File: config.mk
export PLATFORM = sky130hd
export DESIGN_NAME = vslide_inplace
export DESIGN_NICKNAME = d
export VERILOG_FILES = /design/src/rtl/vslide_pkg.sv /design/src/rtl/vslide_legal.sv /design/src/rtl/vslide_elem_rf.sv /design/src/rtl/vslide_inplace.sv
export SDC_FILE = /design/constraint.sdc
export NUM_CORES = 2
export LEC_CHECK = 0
export BUFFER_PORTS_ARGS = -buffer_cell sky130_fd_sc_hd__buf_2
export CAP_MARGIN = 20
export CORE_UTILIZATION = 30
export DETAILED_ROUTE_END_ITERATION = 7
export HOLD_SLACK_MARGIN = 0.12
export SKIP_LAST_GASP = 1
export SLEW_MARGIN = 20
export SYNTH_ARGS = -nofsm -noshare
export SYNTH_HDL_FRONTEND = slang
export SYNTH_SLANG_ARGS = --single-unit
File: constraint.sdc
create_clock -name clk -period 12.97 [get_ports clk]
set_input_delay 2.594 -clock clk [delete_from_list [all_inputs] [get_ports clk]]
set_output_delay 2.594 -clock clk [all_outputs]
set_load 0.02 [all_outputs]
File: src/rtl/vslide_pkg.sv
package vslide_pkg;

    typedef enum logic [1:0] {
        OP_UP    = 2'd0,
        OP_DOWN  = 2'd1,
        OP_UP1   = 2'd2,
        OP_DOWN1 = 2'd3
    } slide_op_e;

    typedef enum logic [1:0] {
        ST_IDLE  = 2'd0,
        ST_READ  = 2'd1,
        ST_WRITE = 2'd2
    } seq_state_e;

    function automatic logic walks_down(slide_op_e op);
        return (op == OP_UP) || (op == OP_UP1);
    endfunction

endpackage

File: src/rtl/vslide_legal.sv
module vslide_legal
    import vslide_pkg::*;
#(
    parameter int RW = 5
) (
    input  slide_op_e        op_i,
    input  logic [RW-1:0]    vd_i,
    input  logic [RW-1:0]    vs_i,
    input  logic [RW-1:0]    vm_i,
    input  logic [1:0]       lmul_i,
    output logic             illegal_o
);

    logic [RW:0] span;
    logic [RW:0] d_lo, d_hi, s_lo, s_hi, m_x;
    logic        misaligned, hit_src, hit_mask;

    always_comb begin
        span       = (RW+1)'(1) << lmul_i;
        d_lo       = {1'b0, vd_i};
        s_lo       = {1'b0, vs_i};
        m_x        = {1'b0, vm_i};
        d_hi       = d_lo + span - 1'b1;
        s_hi       = s_lo + span - 1'b1;
        misaligned = ((d_lo & (span - 1'b1)) != '0) || ((s_lo & (span - 1'b1)) != '0);
        hit_src    = (d_lo <= s_hi) && (s_lo <= d_hi);
        hit_mask   = (m_x >= d_lo) && (m_x <= d_hi);
        if (op_i == OP_UP) begin
            illegal_o = misaligned || hit_src || hit_mask;
        end else begin
            illegal_o = misaligned || ((lmul_i != 2'd0) && hit_mask);
        end
    end

endmodule

File: src/rtl/vslide_elem_rf.sv
module vslide_elem_rf #(
    parameter int EW     = 16,
    parameter int NREG_W = 5,
    parameter int LANE_W = 2
) (
    input  logic                     clk,
    input  logic                     rst_n,
    input  logic                     we_i,
    input  logic [NREG_W+LANE_W-1:0] waddr_i,
    input  logic [EW-1:0]            wdata_i,
    input  logic [NREG_W+LANE_W-1:0] raddr_i,
    output logic [EW-1:0]            rdata_o
);

    localparam int NBANK = 1 << LANE_W;
    localparam int NREG  = 1 << NREG_W;

    logic [EW-1:0] bank_rd [NBANK];

    for (genvar b = 0; b < NBANK; b++) begin : g_bank
        logic [EW-1:0] cell_q [NREG];
        logic          bank_we;

        assign bank_we    = we_i && (waddr_i[LANE_W-1:0] == LANE_W'(b));
        assign bank_rd[b] = cell_q[raddr_i[NREG_W+LANE_W-1:LANE_W]];

        always_ff @(posedge clk) begin
            if (!rst_n) begin
                for (int r = 0; r < NREG; r++) cell_q[r] <= '0;
            end else if (bank_we) begin
                cell_q[waddr_i[NREG_W+LANE_W-1:LANE_W]] <= wdata_i;
            end
        end
    end

    assign rdata_o = bank_rd[raddr_i[LANE_W-1:0]];

endmodule

File: src/rtl/vslide_inplace.sv
module vslide_inplace
    import vslide_pkg::*;
#(
    parameter int EW     = 16,
    parameter int NREG_W = 5,
    parameter int LANE_W = 2,
    parameter int VL_W   = 6,
    parameter int OFF_W  = 6
) (
    input  logic                     clk,
    input  logic                     rst_n,
    input  logic                     start_i,
    input  logic [1:0]               op_i,
    input  logic [NREG_W-1:0]        vd_i,
    input  logic [NREG_W-1:0]        vs_i,
    input  logic [NREG_W-1:0]        vm_i,
    input  logic [1:0]               lmul_i,
    input  logic [OFF_W-1:0]         offset_i,
    input  logic [VL_W-1:0]          vl_i,
    input  logic [EW-1:0]            scalar_i,
    output logic                     done_o,
    output logic                     illegal_o,
    output logic                     wr_en_o,
    output logic [NREG_W+LANE_W-1:0] wr_addr_o,
    output logic [EW-1:0]            wr_data_o
);

    localparam int AW     = NREG_W + LANE_W;
    localparam int LANES  = 1 << LANE_W;
    localparam int IDX_W  = LANE_W + 3 + 1;
    localparam int WIDEST = (OFF_W > IDX_W) ? OFF_W : IDX_W;
    localparam int CW     = ((VL_W > WIDEST) ? VL_W : WIDEST) + 2;

    typedef struct packed {
        seq_state_e         st;
        slide_op_e          op;
        logic [NREG_W-1:0]  vd;
        logic [NREG_W-1:0]  vs;
        logic [1:0]         lmul;
        logic [OFF_W-1:0]   off;
        logic [EW-1:0]      sc;
        logic [IDX_W-1:0]   idx;
        logic [IDX_W-1:0]   last;
        logic [IDX_W-1:0]   vle;
        logic [EW-1:0]      hold;
        logic               done;
        logic               ill;
    } seq_t;

    seq_t q, d;

    slide_op_e       op_in;
    logic            leg_ill;
    logic [CW-1:0]   cap_in, vle_in, off_in;
    logic            nothing_to_do;
    logic [CW-1:0]   src_x, cap_q;
    logic            take_scalar, past_cap;
    logic [AW-1:0]   rd_addr;
    logic [EW-1:0]   rd_data, src_val;

    assign op_in = slide_op_e'(op_i);

    vslide_legal #(.RW(NREG_W)) u_legal (
        .op_i      (op_in),
        .vd_i      (vd_i),
        .vs_i      (vs_i),
        .vm_i      (vm_i),
        .lmul_i    (lmul_i),
        .illegal_o (leg_ill)
    );

    vslide_elem_rf #(.EW(EW), .NREG_W(NREG_W), .LANE_W(LANE_W)) u_rf (
        .clk     (clk),
        .rst_n   (rst_n),
        .we_i    (wr_en_o),
        .waddr_i (wr_addr_o),
        .wdata_i (wr_data_o),
        .raddr_i (rd_addr),
        .rdata_o (rd_data)
    );

    // Length clamp and empty detection for an incoming instruction
    always_comb begin
        cap_in        = CW'(LANES) << lmul_i;
        off_in        = CW'(offset_i);
        vle_in        = (CW'(vl_i) > cap_in) ? cap_in : CW'(vl_i);
        nothing_to_do = (vle_in == '0) || ((op_in == OP_UP) && (off_in >= vle_in));
    end

    // Source element selection for the current element
    always_comb begin
        cap_q       = CW'(LANES) << q.lmul;
        src_x       = '0;
        take_scalar = 1'b0;
        past_cap    = 1'b0;
        unique case (q.op)
            OP_UP:   src_x = CW'(q.idx) - CW'(q.off);
            OP_DOWN: begin
                src_x    = CW'(q.idx) + CW'(q.off);
                past_cap = (src_x >= cap_q);
            end
            OP_UP1: begin
                if (q.idx == '0) take_scalar = 1'b1;
                else             src_x = CW'(q.idx) - 1'b1;
            end
            OP_DOWN1: begin
                if (CW'(q.idx) == CW'(q.vle) - 1'b1) take_scalar = 1'b1;
                else                                  src_x = CW'(q.idx) + 1'b1;
            end
            default: src_x = '0;
        endcase
        rd_addr = (AW'(q.vs) << LANE_W) + AW'(src_x);
        src_val = take_scalar ? q.sc : (past_cap ? '0 : rd_data);
    end

    // Next-state logic
    always_comb begin
        d      = q;
        d.done = 1'b0;
        d.ill  = 1'b0;
        unique case (q.st)
            ST_IDLE: begin
                if (start_i) begin
                    if (leg_ill) begin
                        d.done = 1'b1;
                        d.ill  = 1'b1;
                    end else if (nothing_to_do) begin
                        d.done = 1'b1;
                    end else begin
                        d.st   = ST_READ;
                        d.op   = op_in;
                        d.vd   = vd_i;
                        d.vs   = vs_i;
                        d.lmul = lmul_i;
                        d.off  = offset_i;
                        d.sc   = scalar_i;
                        d.vle  = IDX_W'(vle_in);
                        if (walks_down(op_in)) begin
                            d.idx  = IDX_W'(vle_in - 1'b1);
                            d.last = (op_in == OP_UP) ? IDX_W'(off_in) : '0;
                        end else begin
                            d.idx  = '0;
                            d.last = IDX_W'(vle_in - 1'b1);
                        end
                    end
                end
            end
            ST_READ: begin
                d.hold = src_val;
                d.st   = ST_WRITE;
            end
            ST_WRITE: begin
                if (q.idx == q.last) begin
                    d.st   = ST_IDLE;
                    d.done = 1'b1;
                end else begin
                    d.idx = walks_down(q.op) ? q.idx - 1'b1 : q.idx + 1'b1;
                    d.st  = ST_READ;
                end
            end
            default: d.st = ST_IDLE;
        endcase
    end

    always_ff @(posedge clk) begin
        if (!rst_n) q <= '0;
        else        q <= d;
    end

    assign done_o    = q.done;
    assign illegal_o = q.ill;
    assign wr_en_o   = (q.st == ST_WRITE);
    assign wr_addr_o = (AW'(q.vd) << LANE_W) + AW'(q.idx);
    assign wr_data_o = q.hold;

    // Checker state: previous write address within the current operation
    logic [AW-1:0] seen_addr_q;
    logic          seen_q;
    always_ff @(posedge clk) begin
        if (!rst_n || q.st == ST_IDLE) begin
            seen_q      <= 1'b0;
            seen_addr_q <= '0;
        end else if (wr_en_o) begin
            seen_q      <= 1'b1;
            seen_addr_q <= wr_addr_o;
        end
    end

    AST_DONE_SINGLE: assert property (@(posedge clk) disable iff (!rst_n)
        (done_o && !start_i) |=> !done_o);
    AST_ILLEGAL_WITH_DONE: assert property (@(posedge clk) disable iff (!rst_n)
        illegal_o |-> (done_o && !wr_en_o));
    AST_ILLEGAL_RESPONSE: assert property (@(posedge clk) disable iff (!rst_n)
        (start_i && q.st == ST_IDLE && leg_ill) |=> (done_o && illegal_o && !wr_en_o));
    AST_WRITE_IN_GROUP: assert property (@(posedge clk) disable iff (!rst_n)
        wr_en_o |-> ((wr_addr_o >> LANE_W) >= AW'(q.vd)
                     && (wr_addr_o >> LANE_W) < AW'(q.vd) + (AW'(1) << q.lmul)));
    AST_WRITE_STEP: assert property (@(posedge clk) disable iff (!rst_n)
        (wr_en_o && seen_q) |-> (wr_addr_o == (walks_down(q.op) ? seen_addr_q - 1'b1
                                                                 : seen_addr_q + 1'b1)));

endmodule

After elaboration in Yosys (flattened, before gate mapping) --
Memory sizes are Yosys's and may differ from the RTL's. Index checks and enable logic that the tools add are counted.
Word-level totals: memories 4, ROM bits 0, latch bits 0, memory bits (writable) 2048, output and inout bits 26, flip-flop bits (word level) 74
Memories:
- u_rf.g_bank[0].cell_q | words 32, width 16, read ports 1, clocked after memory_dff 0, write ports 32, line vslide_elem_rf.sv:21 | logic [EW-1:0] cell_q [NREG];
- u_rf.g_bank[1].cell_q | words 32, width 16, read ports 1, clocked after memory_dff 0, write ports 32, line vslide_elem_rf.sv:21
- u_rf.g_bank[2].cell_q | words 32, width 16, read ports 1, clocked after memory_dff 0, write ports 32, line vslide_elem_rf.sv:21
- u_rf.g_bank[3].cell_q | words 32, width 16, read ports 1, clocked after memory_dff 0, write ports 32, line vslide_elem_rf.sv:21
Operators by class: muxes and demuxes 55, div/mod/pow operators 0, add/sub/neg operators 15, order comparisons 8, multipliers 0, reduce and logical (&&, ||, !) cells 33, equal/unequal tests 15, shift-type cells 3, bitwise operators 5
Operators by type and width (count):
- $mux 56 | 3
- $mux 16 | 8
- $reduce_or 16->1 | 4
- $bmux 16 s2 | 1
- $sub 6x1->6 const B | 5
- $pmux 7 s4 | 1
- $mux 1 | 26
- $mux 5 | 4
- $le 5x6->1 | 3
- $mux 6 | 3
- $shl 3x2->8 const A | 2
- $mux 7 | 2
- $sub 6x1->7 const B | 2
- $add 5x6->6 | 2
- $and 5x6->6 | 2
- $eq 2x2->1 const B | 6
- $mux 12 | 1
- $pmux 6 s2 | 1
- $reduce_bool 6->1 | 2
- $eq 6x8->1 | 1
- $ge 6x8->1 | 1
- $ge 7x8->1 | 1
- $gt 6x8->1 | 1
- $logic_and 1x1->1 | 8
- 26 further kinds | 44

Depth between registers and ports, before layout --
depth after elaboration 11, depth in mapped cells 23

Modules after synthesis --
From an unflattened synthesis, not the netlist that was laid out.
Second synthesis, totals: cell total of the unflattened synthesis 6435, area total of the unflattened synthesis 99466.6 um^2
By module, submodules not included:
- vslide_elem_rf | instances 1, area an instance 93130.6 um^2, seq. area each 61499.0 um^2, cells each 5635
- vslide_inplace | instances 1, area an instance 5345.1 um^2, seq. area each 1481.4 um^2, cells each 670
- vslide_legal | instances 1, area an instance 991.0 um^2, seq. area each 0.0 um^2, cells each 130

Worst setup path after synthesis --
No wires, ideal clock.
path type in2reg, start point in lmul_i[1], end point reg q[29] (netlist bit), data arrival time 5.991 ns, cell stages on the path 18, setup time 0.133 ns, data required time 12.837 ns, path slack 6.846 ns, buffers on the path 2, cells stage by stage nor2_1 inv_1 ha_1 o21ai_0 a21oi_1 o21ai_1 nand2_1 o21a_1 ha_1 a21o_1 a21oi_1 o21ai_0 a32oi_1 nand2_1 nor3_1 clkbuf_1 clkbuf_1 a21oi_1
On the way: cells in the longest elaborated chain, start to end 10
RTL lines:
- start: declaration | line vslide_inplace.sv:17 | input logic [1:0] lmul_i,
- $shl 1x2->6 | line vslide_legal.sv:19 | span = (RW+1)'(1) << lmul_i;
- $add 5x6->6, or another cell as far along | line vslide_legal.sv:23 | d_hi = d_lo + span - 1'b1;
- $sub 6x1->6, or another cell as far along | line vslide_legal.sv:23
- $le 5x6->1, or another cell as far along | line vslide_legal.sv:27 | hit_mask = (m_x >= d_lo) && (m_x <= d_hi);
- $logic_and 1x1->1, or another cell as far along | line vslide_legal.sv:27
- $logic_and 1x1->1 / $logic_or 1x1->1 (equally long branches) | line vslide_legal.sv:31, vslide_legal.sv:29
- $logic_or 1x1->1 (on tied branches) | line vslide_legal.sv:31, vslide_legal.sv:29
- $mux 1 | line vslide_legal.sv:28 | if (op_i == OP_UP) begin
- $not 1->1 (no line)
- $reduce_and 4->1 (no line)
- end signal: assignment | line vslide_inplace.sv:166 | if (!rst_n) q <= '0;
- end signal: assignment | line vslide_inplace.sv:167 | else q <= d;
- end: declaration | line vslide_inplace.sv:50 | seq_t q, d;
Several ways; a longest one is shown, not always the timed one. A chain may end at the register's enable or synchronous reset.

Final worst setup path --
start point reg q[30] (netlist bit), end point reg q (netlist bit wr_data_o[5])
On the way: cells in the longest elaborated chain, start to end 10
RTL lines:
- $add 6x1->7, or another cell as far along | line vslide_inplace.sv:108 | else src_x = CW'(q.idx) + 1'b1;
- $mux 7 (on tied branches) | line vslide_inplace.sv:107, vslide_inplace.sv:103
- $pmux 7 s4 | line vslide_inplace.sv:96 | unique case (q.op)
- $add 7x7->7 | line vslide_inplace.sv:112 | rd_addr = (AW'(q.vs) << LANE_W) + AW'(src_x);
- $mem_v2 32x16 / $not 2->3 (equally long branches)
- $bmux 16 s2 | line vslide_elem_rf.sv:36 | assign rdata_o = bank_rd[raddr_i[LANE_W-1:0]];
- $mux 16 (not written as such) (2 in series) | line vslide_elem_rf.sv:36
- $mux 16 | line vslide_inplace.sv:113 | src_val = take_scalar ? q.sc : (past_cap ? '0 : rd_data);
- $mux 16 (*) | line vslide_inplace.sv:113
Mark *: on every way between the ends. The rest lies on a longest branch, timed or not. The select of a mux whose other input is x is not followed.

==> impl_metrics.prom <==
# TYPE chip_impl_metric gauge
chip_impl_info{name="synth_largest_area_cell",value="sky130_fd_sc_hd__edfxtp_1"} 1
chip_impl_info{name="outcome",value="completed"} 1
chip_impl_info{name="mostFrequentLayoutCells",value="sky130_fd_sc_hd__and2_1 (2,059), sky130_fd_sc_hd__edfxtp_1 (2,048), sky130_fd_sc_hd__mux4_2 (639), sky130_fd_sc_hd__clkbuf_16 (218), sky130_fd_sc_hd__buf_4 (205)"} 1
chip_impl_info{name="final_common_cell",value="sky130_fd_sc_hd__and2_1"} 1
chip_impl_metric{name="clk_pin_slew",unit="ns"} 0.06
chip_impl_metric{name="yosys_warnings",unit=""} 0
chip_impl_metric{name="yosys.area.top_type_share",unit="%"} 61.9
chip_impl_metric{name="final_nets",unit=""} 6584
chip_impl_metric{name="worstPathMaxFanout",unit=""} 56
chip_impl_metric{name="cts_num_sinks",unit=""} 2122
chip_impl_metric{name="die_height",unit="µm"} 578
chip_impl_metric{name="layout_min_cycle_time",unit="ns"} 8.13
chip_impl_info{name="tritoncts",value="built"} 1
chip_impl_metric{name="setup_viol",unit=""} 0
chip_impl_metric{name="synthDistinctLibCells",unit=""} 64
chip_impl_info{name="timing.critical_path.max_delay_family",value="buffers and inverters"} 1
chip_impl_metric{name="finish.utilization",unit="%"} 34.0
chip_impl_metric{name="cellPowerDensity",unit="nW/µm²"} 162
chip_impl_metric{name="vdd.ir_drop.worst",unit="V"} 0.000139
chip_impl_metric{name="fp.dieArea",unit="µm²"} 334000
chip_impl_info{name="cts_root_buffer",value="sky130_fd_sc_hd__clkbuf_16"} 1
chip_impl_metric{name="pin_count",unit=""} 76
chip_impl_metric{name="fraction_of_layout_cells_with_a_size_suffix_above_1",unit="%"} 21.7
chip_impl_metric{name="grt-ovfl-total",unit=""} 0
chip_impl_metric{name="post-cts-setup-buffers",unit=""} 0
chip_impl_metric{name="synth_enable_flop_cells",unit=""} 2048
chip_impl_info{name="rsz0062_at_grt",value="no"} 1
chip_impl_metric{name="number_of_antenna_violations_at_the_first_check_in_global_routing",unit=""} 15
chip_impl_info{name="worstSetupEndpointType",value="register"} 1
chip_impl_metric{name="layout-area-overhead-vs-synth",unit="%"} 13.0
chip_impl_metric{name="placedCellCount",unit=""} 10600
chip_impl_metric{name="synth_cells",unit=""} 6538
chip_impl_metric{name="synth.net_count",unit=""} 6677
chip_impl_metric{name="routed_wire_length_per_instance",unit="µm"} 26.9
chip_impl_metric{name="pin_slew_with_the_least_headroom_to_its_limit",unit="ns"} 1.25
chip_impl_metric{name="clock_tree.htree_level_count",unit=""} 4
chip_impl_metric{name="syn_avg_cell_area",unit="µm²"} 15.2
chip_impl_metric{name="worst_skew",unit="ns"} 0.0564
chip_impl_metric{name="detailed_place_hpwl",unit="µm"} 179000
chip_impl_metric{name="slew_viol_final",unit=""} 0
chip_impl_metric{name="starting_utilization_of_the_core_area",unit="%"} 30.1
chip_impl_metric{name="synth_sequential_area_ratio",unit="%"} 63.3
chip_impl_metric{name="syn_area",unit="µm²"} 99400
chip_impl_metric{name="postSynth.asyncResetShare",unit="%"} 0
chip_impl_metric{name="setup_total_negative_slack",unit="ns"} 0
chip_impl_metric{name="ant_nets",unit=""} 0
chip_impl_metric{name="synth_seq_cells",unit=""} 2122
chip_impl_metric{name="place.port_buffers",unit=""} 75
chip_impl_metric{name="grt_max_degree",unit=""} 139
chip_impl_metric{name="clk_path_buf_depth",unit=""} 3
chip_impl_metric{name="grt_pass1_vias",unit=""} 56100
chip_impl_metric{name="drt_first_pass_iters",unit=""} 6
chip_impl_metric{name="num_vias",unit=""} 56600
chip_impl_metric{name="required",unit="ns"} 13.71
chip_impl_metric{name="drt_drc_violations_left",unit=""} 0
chip_impl_metric{name="timing.fmax",unit="MHz"} 123
chip_impl_metric{name="num_rows",unit=""} 211
chip_impl_metric{name="critical_path_buf_inv_count",unit=""} 3
chip_impl_metric{name="critical-path-max-stage-delay",unit="ns"} 1.30
chip_impl_info{name="synthTopCellsByArea",value="sky130_fd_sc_hd__edfxtp_1 (62%), sky130_fd_sc_hd__mux4_2 (14%), sky130_fd_sc_hd__and2_1 (13%)"} 1
chip_impl_metric{name="drv_cap",unit=""} 0
chip_impl_metric{name="cts_resized",unit=""} 0
chip_impl_metric{name="grt_use_total",unit="%"} 17.4
chip_impl_info{name="crit_chain",value="inv_1 > ha_1 > or3b_2 > nor3_2 > nor2_1 > and2_1 > a221oi_1 > a21oi_1 > o32a_1 > ha_4 > fa_4 > buf_4 > buf_4 > mux4_2 > mux4_2 > nand2_1 > nand2_1 > o211ai_1 > a21oi_1"} 1
chip_impl_metric{name="finalPower",unit="mW"} 18.2
chip_impl_metric{name="final.period_utilization",unit="%"} 62.7
chip_impl_metric{name="place_congestion",unit=""} 0.832
chip_impl_metric{name="timing.slew.headroom",unit="%"} 16.9
chip_impl_metric{name="grt_pass1_wl",unit="µm"} 421000
chip_impl_metric{name="postCtsHoldBufs",unit=""} 0
chip_impl_info{name="most_used_dff_post_synth",value="sky130_fd_sc_hd__edfxtp_1"} 1
chip_impl_metric{name="core_area",unit="µm²"} 330000
chip_impl_metric{name="drt_first_iter_violations",unit=""} 6809
chip_impl_info{name="critPathKind",value="register to register"} 1
chip_impl_info{name="cp_slowest_cell",value="sky130_fd_sc_hd__fa_4"} 1
chip_impl_metric{name="viasPerCell",unit=""} 5.15
chip_impl_metric{name="critical_path_arrival",unit="ns"} 8.88
chip_impl_metric{name="clk_latency",unit="ns"} 0.88
chip_impl_metric{name="dieWidth",unit="µm"} 578
chip_impl_metric{name="hold-worst-slack",unit="ns"} 0.533
chip_impl_info{name="hold_path_class",value="register to register"} 1
chip_impl_metric{name="cellLeakagePower",unit="nW"} 39.0
chip_impl_metric{name="hold_viol_final",unit=""} 0
chip_impl_metric{name="cts-buffers-inserted",unit=""} 218
chip_impl_metric{name="fin_cells",unit=""} 11000
chip_impl_info{name="critical_path.startpoint_type",value="register"} 1
chip_impl_metric{name="postRouteWirelength",unit="µm"} 296000
## synthesized netlist by cell type, types with 37 or more instances
cell type and number:
sky130_fd_sc_hd__nand2_1 199, sky130_fd_sc_hd__nor2b_1 41, sky130_fd_sc_hd__mux4_2 639, sky130_fd_sc_hd__mux2i_1 45, sky130_fd_sc_hd__o21ai_0 168, sky130_fd_sc_hd__clkbuf_1 505, sky130_fd_sc_hd__ha_1 82, sky130_fd_sc_hd__inv_1 58
sky130_fd_sc_hd__edfxtp_1 2048, sky130_fd_sc_hd__nand3_1 37, sky130_fd_sc_hd__and2_1 2059, sky130_fd_sc_hd__a21oi_1 82, sky130_fd_sc_hd__dfxtp_1 74, sky130_fd_sc_hd__nor2_1 170, sky130_fd_sc_hd__buf_2 51
## cell families (layout without fill, tap and decap cells)
| kind of cell | after synthesis | in the layout | synth area share [%] |
|---|---|---|---|
| other | 0 | 3 | 0 |
| flip-flops | 2122 | 2122 | 63.3 |
| adder cells (fa/ha/maj) | 89 | 89 | 1.17 |
| AND/OR/NAND/NOR | 2566 | 2566 | 15.2 |
| AO/OA/AOI/OAI | 366 | 366 | 2.27 |
| multiplexers | 685 | 685 | 14.9 |
| buffers and inverters | 665 | 751 | 2.65 |
| XOR/XNOR | 45 | 45 | 0.404 |
## flip-flops by register name (all words and copies together), names as in the netlist
signal and cells:
done_o 1, illegal_o 1, q 56, u_rf.g_bank.cell_q 2048, wr_data_o 16
## worst reg2reg max path: stages (launching register included)
cell                       delay [ns]
sky130_fd_sc_hd__dfxtp_1         0.53
sky130_fd_sc_hd__inv_1           0.29
sky130_fd_sc_hd__ha_1            0.34
sky130_fd_sc_hd__or3b_2          0.53
sky130_fd_sc_hd__nor3_2          0.25
sky130_fd_sc_hd__nor2_1          0.11
sky130_fd_sc_hd__and2_1          0.25
sky130_fd_sc_hd__a221oi_1        0.25
sky130_fd_sc_hd__a21oi_1         0.08
sky130_fd_sc_hd__o32a_1          0.24
sky130_fd_sc_hd__ha_4            0.18
sky130_fd_sc_hd__fa_4            1.30
sky130_fd_sc_hd__buf_4           0.91
sky130_fd_sc_hd__buf_4           0.78
sky130_fd_sc_hd__mux4_2          0.44
sky130_fd_sc_hd__mux4_2          0.61
sky130_fd_sc_hd__nand2_1         0.11
sky130_fd_sc_hd__nand2_1         0.09
sky130_fd_sc_hd__o211ai_1        0.58
sky130_fd_sc_hd__a21oi_1         0.17
## layout make-up
| cell class | count | area [µm²] |
|---|---|---|
| Fill cell | 31400 | 218000 |
| Timing Repair Buffer | 293 | 2160 |
| Multi-Input combinational cell | 3751 | 34300 |
| Clock inverter | 138 | 1460 |
| Clock buffer | 261 | 5680 |
| Antenna cell | 3 | 7.51 |
| Tap cell | 4366 | 5460 |
| Sequential cell | 2122 | 63000 |
| Inverter | 59 | 221 |
## per-stage QoR
step,instance area (µm²),setup slack (ns)
floorplan,99400,6.85
global placement,105000,4.85
detailed placement,105000,4.91
CTS,112000,4.89
global route,112000,4.53
finish,112000,4.84
## worst paths after layout
check                           startpoint            to  slack, ns  depth (start not counted)
worst max-delay path                 q[30]  wr_data_o[5]       4.84                         19
worst min-delay path                 q[27]         q[27]       0.53                          1
worst max register to register       q[30]  wr_data_o[5]       4.84                         19
worst min register to register       q[27]         q[27]       0.53                          1
## layer usage
layer | GRT usage [%] | vias to the layer above | part of all wire [%]
met3 | 2.92 | 458 | 8.1
met4 | 5.49 | 6 | 3.2
met2 | 28.7 | 2565 | 48
met5 | 0 | - | 0.014
met1 | 23.5 | 29800 | 40
li1 | - | 23800 | -
## power by group
group / leakage (nW) / internal [mW] / total (mW) / switching, mW
clock network: 3.49 / 3.54 / 6.33 / 2.79
logic: 13.8 / 1.65 / 4.03 / 2.39
registers: 21.7 / 7.71 / 7.81 / 0.0996
No activity file was read; power rests on OpenSTA's default activity.
